===== config.mk =====
export PLATFORM = sky130hd
export DESIGN_NAME = pwr_susp_ctrl
export DESIGN_NICKNAME = d
export VERILOG_FILES = /design/src/rtl/pwr_pkg.sv /design/src/rtl/pwr_wake_src.sv /design/src/rtl/pwr_settle_tmr.sv /design/src/rtl/pwr_susp_ctrl.sv
export SDC_FILE = /design/constraint.sdc
export NUM_CORES = 1
export LEC_CHECK = 0
export BUFFER_PORTS_ARGS = -buffer_cell sky130_fd_sc_hd__buf_2
export CAP_MARGIN = 30
export CORE_MARGIN = 5
export CORE_UTILIZATION = 43
export CTS_CLUSTER_SIZE = 8
export DETAILED_ROUTE_END_ITERATION = 8
export PLACE_DENSITY_LB_ADDON = 0.3
export SLEW_MARGIN = 40
export SYNTH_ARGS = -nofsm -noshare
export SYNTH_HDL_FRONTEND = slang
export SYNTH_SLANG_ARGS = --single-unit

===== constraint.sdc =====
create_clock -name clk -period 5 [get_ports clk]
set_input_delay 1.5 -clock clk [delete_from_list [all_inputs] [get_ports clk]]
set_output_delay 1.5 -clock clk [all_outputs]
set_load 0.05 [all_outputs]

===== src/rtl/pwr_pkg.sv =====
package pwr_pkg;

    localparam int CTL_W    = 8;
    localparam int SUSP_BIT = 3;
    localparam int RUN_BIT  = 0;

    typedef enum logic [2:0] {
        ST_RUN      = 3'd0,
        ST_SUSPEND  = 3'd1,
        ST_OSC_WAIT = 3'd2,
        ST_SETTLE   = 3'd3,
        ST_RESUME   = 3'd4
    } pwr_state_e;

    typedef struct packed {
        pwr_state_e state;
        logic       run;
    } pwr_fsm_t;

endpackage


===== src/rtl/pwr_wake_src.sv =====
module pwr_wake_src #(
    parameter int N_GPIO = 32,
    parameter int N_BUS  = 5
) (
    input  logic [N_GPIO-1:0] gpio_irq,
    input  logic [N_GPIO-1:0] gpio_irq_en,
    input  logic [N_BUS-1:0]  bus_active,
    output logic              wake_any
);

    logic [N_GPIO-1:0] gpio_hit;

    for (genvar g = 0; g < N_GPIO; g++) begin : g_line
        assign gpio_hit[g] = gpio_irq[g] & gpio_irq_en[g];
    end

    assign wake_any = (|gpio_hit) | (|bus_active);

endmodule


===== src/rtl/pwr_settle_tmr.sv =====
module pwr_settle_tmr #(
    parameter int SETTLE_CYC = 12000
) (
    input  logic clk,
    input  logic rst_n,
    input  logic start,
    input  logic en,
    output logic done
);

    localparam int CNT_W = (SETTLE_CYC > 1) ? $clog2(SETTLE_CYC + 1) : 1;
    localparam logic [CNT_W-1:0] LOAD_VAL = CNT_W'(SETTLE_CYC - 1);

    logic [CNT_W-1:0] cnt_d, cnt_q;

    always_comb begin
        cnt_d = cnt_q;
        if (start) begin
            cnt_d = LOAD_VAL;
        end else if (en && (cnt_q != '0)) begin
            cnt_d = cnt_q - 1'b1;
        end
    end

    always_ff @(posedge clk or negedge rst_n) begin
        if (!rst_n) begin
            cnt_q <= '0;
        end else begin
            cnt_q <= cnt_d;
        end
    end

    assign done = en && (cnt_q == '0);

    // the count does not move while the timer is neither loaded nor enabled
    a_r8_count_frozen: assert property (@(posedge clk) disable iff (!rst_n)
        (!start && !en) |=> $stable(cnt_q));

    // a load always takes the count to its full length
    a_r7_full_load: assert property (@(posedge clk) disable iff (!rst_n)
        start |=> (cnt_q == LOAD_VAL));

endmodule


===== src/rtl/pwr_susp_ctrl.sv =====
module pwr_susp_ctrl
    import pwr_pkg::*;
#(
    parameter int CLK_HZ = 12_000_000,
    parameter int N_GPIO = 32,
    parameter int N_BUS  = 5
) (
    input  logic              clk,
    input  logic              rst_n,
    input  logic              ctl_wr_en,
    input  logic [CTL_W-1:0]  ctl_wr_data,
    input  logic [N_GPIO-1:0] gpio_irq,
    input  logic [N_GPIO-1:0] gpio_irq_en,
    input  logic [N_BUS-1:0]  bus_active,
    input  logic              osc_stable,
    input  logic              instr_done,
    output logic              osc_en,
    output logic              pll_en,
    output logic              frt_en,
    output logic              wdt_en,
    output logic              fully_running,
    output logic              irq_hold
);

    localparam int SETTLE_CYC = (CLK_HZ / 1000 > 0) ? CLK_HZ / 1000 : 1;

    pwr_fsm_t cur_q, nxt_d;
    logic     wake_any;
    logic     tmr_start;
    logic     tmr_en;
    logic     tmr_done;
    logic     wr_susp;
    logic     unused_ctl_bits;

    assign unused_ctl_bits = ^ctl_wr_data;
    assign wr_susp = ctl_wr_en && ctl_wr_data[SUSP_BIT];

    pwr_wake_src #(
        .N_GPIO(N_GPIO),
        .N_BUS (N_BUS)
    ) u_wake (
        .gpio_irq   (gpio_irq),
        .gpio_irq_en(gpio_irq_en),
        .bus_active (bus_active),
        .wake_any   (wake_any)
    );

    pwr_settle_tmr #(
        .SETTLE_CYC(SETTLE_CYC)
    ) u_settle (
        .clk  (clk),
        .rst_n(rst_n),
        .start(tmr_start),
        .en   (tmr_en),
        .done (tmr_done)
    );

    assign tmr_en = (cur_q.state == ST_SETTLE) && osc_stable;

    always_comb begin
        nxt_d     = cur_q;
        tmr_start = 1'b0;
        unique case (cur_q.state)
            ST_RUN: begin
                if (ctl_wr_en) begin
                    nxt_d.run = ctl_wr_data[RUN_BIT];
                    if (ctl_wr_data[SUSP_BIT]) begin
                        nxt_d.state = ST_SUSPEND;
                    end
                end
            end
            ST_RESUME: begin
                if (ctl_wr_en) begin
                    nxt_d.run = ctl_wr_data[RUN_BIT];
                end
                if (wr_susp) begin
                    nxt_d.state = ST_SUSPEND;
                end else if (instr_done) begin
                    nxt_d.state = ST_RUN;
                end
            end
            ST_SUSPEND: begin
                if (wake_any && cur_q.run) begin
                    nxt_d.state = ST_OSC_WAIT;
                end
            end
            ST_OSC_WAIT: begin
                if (osc_stable) begin
                    tmr_start   = 1'b1;
                    nxt_d.state = ST_SETTLE;
                end
            end
            ST_SETTLE: begin
                if (!osc_stable) begin
                    nxt_d.state = ST_OSC_WAIT;
                end else if (tmr_done) begin
                    nxt_d.state = ST_RESUME;
                end
            end
            default: begin
                nxt_d.state = ST_RUN;
            end
        endcase
    end

    always_ff @(posedge clk or negedge rst_n) begin
        if (!rst_n) begin
            cur_q <= '{state: ST_RUN, run: 1'b0};
        end else begin
            cur_q <= nxt_d;
        end
    end

    assign fully_running = (cur_q.state == ST_RUN) || (cur_q.state == ST_RESUME);
    assign osc_en        = (cur_q.state != ST_SUSPEND);
    assign pll_en        = osc_en;
    assign frt_en        = fully_running;
    assign wdt_en        = fully_running;
    assign irq_hold      = (cur_q.state == ST_RESUME);

    // a suspend write while running gates every clock and timer next cycle
    a_r2_enter_gates: assert property (@(posedge clk) disable iff (!rst_n)
        (fully_running && wr_susp) |=>
            (!osc_en && !pll_en && !frt_en && !wdt_en && !fully_running));

    // without a qualified wake source, suspend persists
    a_r3_no_source_stays: assert property (@(posedge clk) disable iff (!rst_n)
        (!osc_en && !wake_any) |=> !osc_en);

    // with the run bit clear, suspend persists whatever arrives
    a_r4_run_needed: assert property (@(posedge clk) disable iff (!rst_n)
        (!osc_en && !cur_q.run) |=> !osc_en);

    // a permitted wake restarts the oscillator at once, timers stay off
    a_r6_osc_at_once: assert property (@(posedge clk) disable iff (!rst_n)
        (!osc_en && wake_any && cur_q.run) |=> (osc_en && pll_en && !frt_en && !wdt_en));

    // running is never reported without the oscillator having been stable
    a_r7_stable_first: assert property (@(posedge clk) disable iff (!rst_n)
        $rose(fully_running) |-> $past(osc_stable));

    // the interrupt hold persists until an instruction retires
    a_r9_hold_keeps: assert property (@(posedge clk) disable iff (!rst_n)
        (irq_hold && !instr_done && !wr_susp) |=> irq_hold);

    // a retired instruction releases the hold and the block keeps running
    a_r9_hold_release: assert property (@(posedge clk) disable iff (!rst_n)
        (irq_hold && instr_done && !ctl_wr_en) |=> (!irq_hold && fully_running));

endmodule


* Yosys cells after proc, flatten, opt, wreduce, memory -nomap -nowiden
Index checks and enable logic that the tools add are counted.
Operators by class: bitwise logic cells 33, reduce and logical (&&, ||, !) cells 15, mux-type cells 15, add/subtract/negate cells 1, equality and inequality tests 12
Operators with widths (number):
- $and 1x1->1 | 32
- $reduce_or 32->1 | 1
- $mux 14 | 2
- $mux 3 | 7
- $pmux 3 s5 | 1
- $logic_not 14->1 | 1
- $reduce_bool 14->1 | 1
- $sub 14x1->14 const B | 1
- $ne 2x2->1 const B | 5
- $eq 3x2->1 const B | 2
- $reduce_and 6->1 | 1
- $logic_and 1x1->1 | 5
- $reduce_or 5->1 | 1
- $mux 4 | 1
- $reduce_bool 2->1 | 2
- $eq 3x1->1 const B | 1
- $eq 3x3->1 const B | 1
- $logic_not 3->1 | 1
- $mux 1 | 3
- $ne 3x1->1 const B | 1
- $ne 3x2->1 const B | 1
- $ne 3x3->1 const B | 1
- $reduce_and 3->1 | 1
- $pmux 1 s2 | 1
- other kinds (2) | 2
Word-level totals: logic and storage cells 79, input bits 82, output and inout bits 6, register bits 18

* Depth between registers and ports, before layout
depth after elaboration 6, gate-level depth with buffers 7, mapped depth without buffers 7

* Cells and area by module
A second synthesis with hierarchy kept.
Unflattened totals: cell total of the unflattened synthesis 146, area, all modules 1343.8 µm²
Modules (own cells, without submodules):
- pwr_settle_tmr | instances 1, seq. area each 350.3 µm², cells an instance 92, area each 869.6 µm²
- pwr_susp_ctrl | instances 1, seq. area each 100.1 µm², cells an instance 33, area each 302.8 µm²
- pwr_wake_src | instances 1, seq. area each 0.0 µm², cells an instance 21, area each 171.4 µm²

* Worst setup path after synthesis
Ideal clock, no wire load.
kind reg2out, start point reg cur_q[1] (netlist bit), end point out irq_hold, slack 1.588 ns, buffers on the path 1, stages on the path, launching flop included 4, arrival time 1.912 ns, cells stage by stage dfrtp_1 clkbuf_1 nor2_1 and2_1
On the way: word-level cells in the longest chain between the ends 1
Ends and longest elaborated chain:
- start: declaration | line pwr_susp_ctrl.sv:27 | pwr_fsm_t cur_q, nxt_d;
- start signal: assignment | line pwr_susp_ctrl.sv:108 | cur_q <= '{state: ST_RUN, run: 1'b0};
- start signal: assignment | line pwr_susp_ctrl.sv:110 | cur_q <= nxt_d;
- $eq 3x3->1 | line pwr_susp_ctrl.sv:119 | assign irq_hold = (cur_q.state == ST_RESUME);
- end: declaration | line pwr_susp_ctrl.sv:22 | output logic irq_hold
No other way between the ends.

* Final worst setup path
Ends and elaborated chain as after synthesis.

==> results by group <==
Critical path
  • Worst reg2reg path depth: 5
  • R2R Setup Slk: between 2000 and 3000 ps
  • Setup crit start kind: flip-flop
  • Crit Path Max Fanout: 12
  • CP Data Arrival Time: between 1500 and 2000 ps
  • Setup CP Type: reg2out
  • Reg-to-Reg Start: cur_q[1]
  • Worst EP required: between 3000 and 4000 ps
  • CP Capture Type: output pin
  • R2R Path End: cur_q[1]

GRT
  • Initial antenna violation count: 0
  • Maximum number of pins on one net before global-route repair: 19
  • First-pass GRT wire length: 5747 µm
  • GR Overflow Total: 0
  • Global Route Usage Sum: about 18%
  • Vias in the first global route: between 1k and 1.5k

Min path
  • Worst Hold End: u_settle.cnt_q[4]
  • Hold crit path type: reg2reg
  • Worst Min Path Start: u_settle.cnt_q[4]
  • Hold path depth: 1

Finish
  • Area of the multi-input gates: 671.9 µm²
  • Antenna fix cells: 0
  • Layout cells sized above 1: 42.79%
  • Fill count: 254
  • Most common cell after layout, fill and taps aside: buf_2
  • Non-Filler Instances: about 240
  • Fin util: around three fifths
  • Register area: 450.4 µm²
  • Final instance area: 0.001614 mm²
  • Fin nets: between 200 and 300
  • Area Growth Syn to Fin: 36.51%
  • Commonest non-fill, non-tap cells in the layout: buf_2, dfrtp_1, a22oi_1

Yosys
  • Synth Instances: about 130
  • Mapped Nets: ~220
  • Ys flop type: dfrtp_1
  • Post-synth cell types: 39
  • Yosys reg bits: 18
  • Ys Warns: 0
  • Number of flops mapped to enable cells by yosys: 0
  • Post-synth ARST share: 100.0%
  • Post-synthesis cell area: roughly 0.0012 mm²
  • Mean area per synthesized cell: roughly 9.0 µm²
  • Seq/Total Area, Yosys: 38.10%

Clocking
  • CTS Sinks: 18
  • CTS tree: done
  • Clock Latency Late Sink: about 300 ps
  • Root Driver: clkbuf_4
  • Post-CTS setup buffers: 0
  • CTS clk-pin slew, worst paths: roughly 110 ps
  • Clk buf depth: 2
  • Hold-fix buffers, CTS: 0
  • CTS buffer count: 3
  • Gates resized, CTS repair: 0
  • CTS H-tree depth: 1

STA
  • Endpoints failing setup: 0
  • Setup slack after layout: 1923 ps
  • Hold Slack: 546.8 ps
  • Worst-Margin Slew: around 490 ps
  • Tmin final: just over 3000 ps
  • Slew HR: 67.03%
  • Final Max Tran Viols: 0
  • Worst clock skew: 1.492 ps
  • Period utilisation layout: around three fifths
  • Final hold violations: 0
  • Setup TNS: 0 ps
  • Fmax: about 0.32 GHz
  • RSZ-0062 raised after global routing: no

Floorplan
  • Total die area: 0.003898 mm²
  • Row count: 19
  • Core Box Area: approximately 0.0027 mm²
  • Die X: about 62 µm
  • IO Count: 88
  • Initial Utilization: between 40 and 50%
  • Die height: around 62 µm

Routing
  • Pre-Repair DR Iteration Count: 4
  • Routed vias: 1357
  • Final WL: 3501 µm
  • Starting DRT DRC Count: 54
  • Avg WL per Cell: roughly 15 µm
  • Routed Antenna Nets: 0
  • Drt via density: approximately 5.7
  • Residual DRC: 0

Outcome
  • Status: completed

Place
  • GPL Wtd Cong: 0.7799
  • Port Buffers: roughly 80
  • Pre-CTS setup slack: roughly 2000 ps
  • Instance area at placement: ~0.0016 mm²
  • Cells after DPL: between 200 and 250
  • Final HPWL DP: 2995 µm

Job
  • Max-cap viol count: 0

Power
  • Max VDD drop: approximately 0.31 mV
  • PwrDens: 362.6 mW/mm²
  • Overall power: 0.5852 mW
  • Leak: 0.7313 nW
state kept, by name (all words and copies together), names as in the netlist:
name and flops:
u_settle.cnt_q 14, cur_q 4
kinds of logic (layout without fill, tap and decap cells):
family                   Yosys count  count (layout)  synth area share, %
AND/OR/NAND/NOR                   55              55                26.67
XOR/XNOR                           5               5                3.704
flip-flops                        18              18                38.10
AO/OA/AOI/OAI                     37              37                21.59
buffers and inverters             12              88                5.079
adder cells (fa/ha/maj)            2               2                2.116
multiplexers                       3               3                2.751
worst max-delay path by stage:
stage | from | to | slack [ps]
after floorplan | cur_q[1] | irq_hold | 1590
after global placement | gpio_irq[20] | cur_q[1] | 2040
after detailed placement | gpio_irq[20] | cur_q[1] | 2020
after CTS | cur_q[1] | osc_en | 1930
after global routing | cur_q[1] | osc_en | 1880
final | cur_q[1] | irq_hold | 1920
worst max-delay path: stages, from the launching register on:
cell     delay (ps)
dfrtp_1         510
nor2_1          310
and2_1          200
buf_2           270
metal layers:
layer | wire length [µm] | track usage [%] | vias up
li1 | - | - | 666
met1 | 1241 | 17.72 | 632
met2 | 1936 | 33.68 | 55
met3 | 273 | 4.317 | 4
met4 | 51 | 7.427 | 0
met5 | 0 | 0 | -
cell type report:
| class | count | area share (%) |
|---|---|---|
| Multi-Input combinational cell | 102 | 41.63 |
| Tap cell | 31 | 2.403 |
| Inverter | 3 | 0.6977 |
| Clock buffer | 4 | 2.248 |
| Sequential cell | 18 | 27.91 |
| Timing Repair Buffer | 81 | 25.12 |
where the power goes:
part,total (mW),switching [mW],internal [mW]
clock network,0.0918,0.0474,0.0444
logic,0.275,0.168,0.107
registers,0.219,0.0426,0.176
total,0.585,0.258,0.327
Yosys cell counts (4+ instances only):
cell type | count | share of area (%)
dfrtp_1 | 18 | 38
a22oi_1 | 14 | 8.9
nand2_1 | 9 | 2.9
nand3_1 | 9 | 3.8
or3_1 | 8 | 4.2
o21ai_0 | 6 | 2.5
a21oi_1 | 5 | 2.1
nor3_1 | 5 | 2.1
nand4_1 | 4 | 2.1
nor2_1 | 4 | 1.3
No activity file was read; power rests on OpenSTA's default activity.
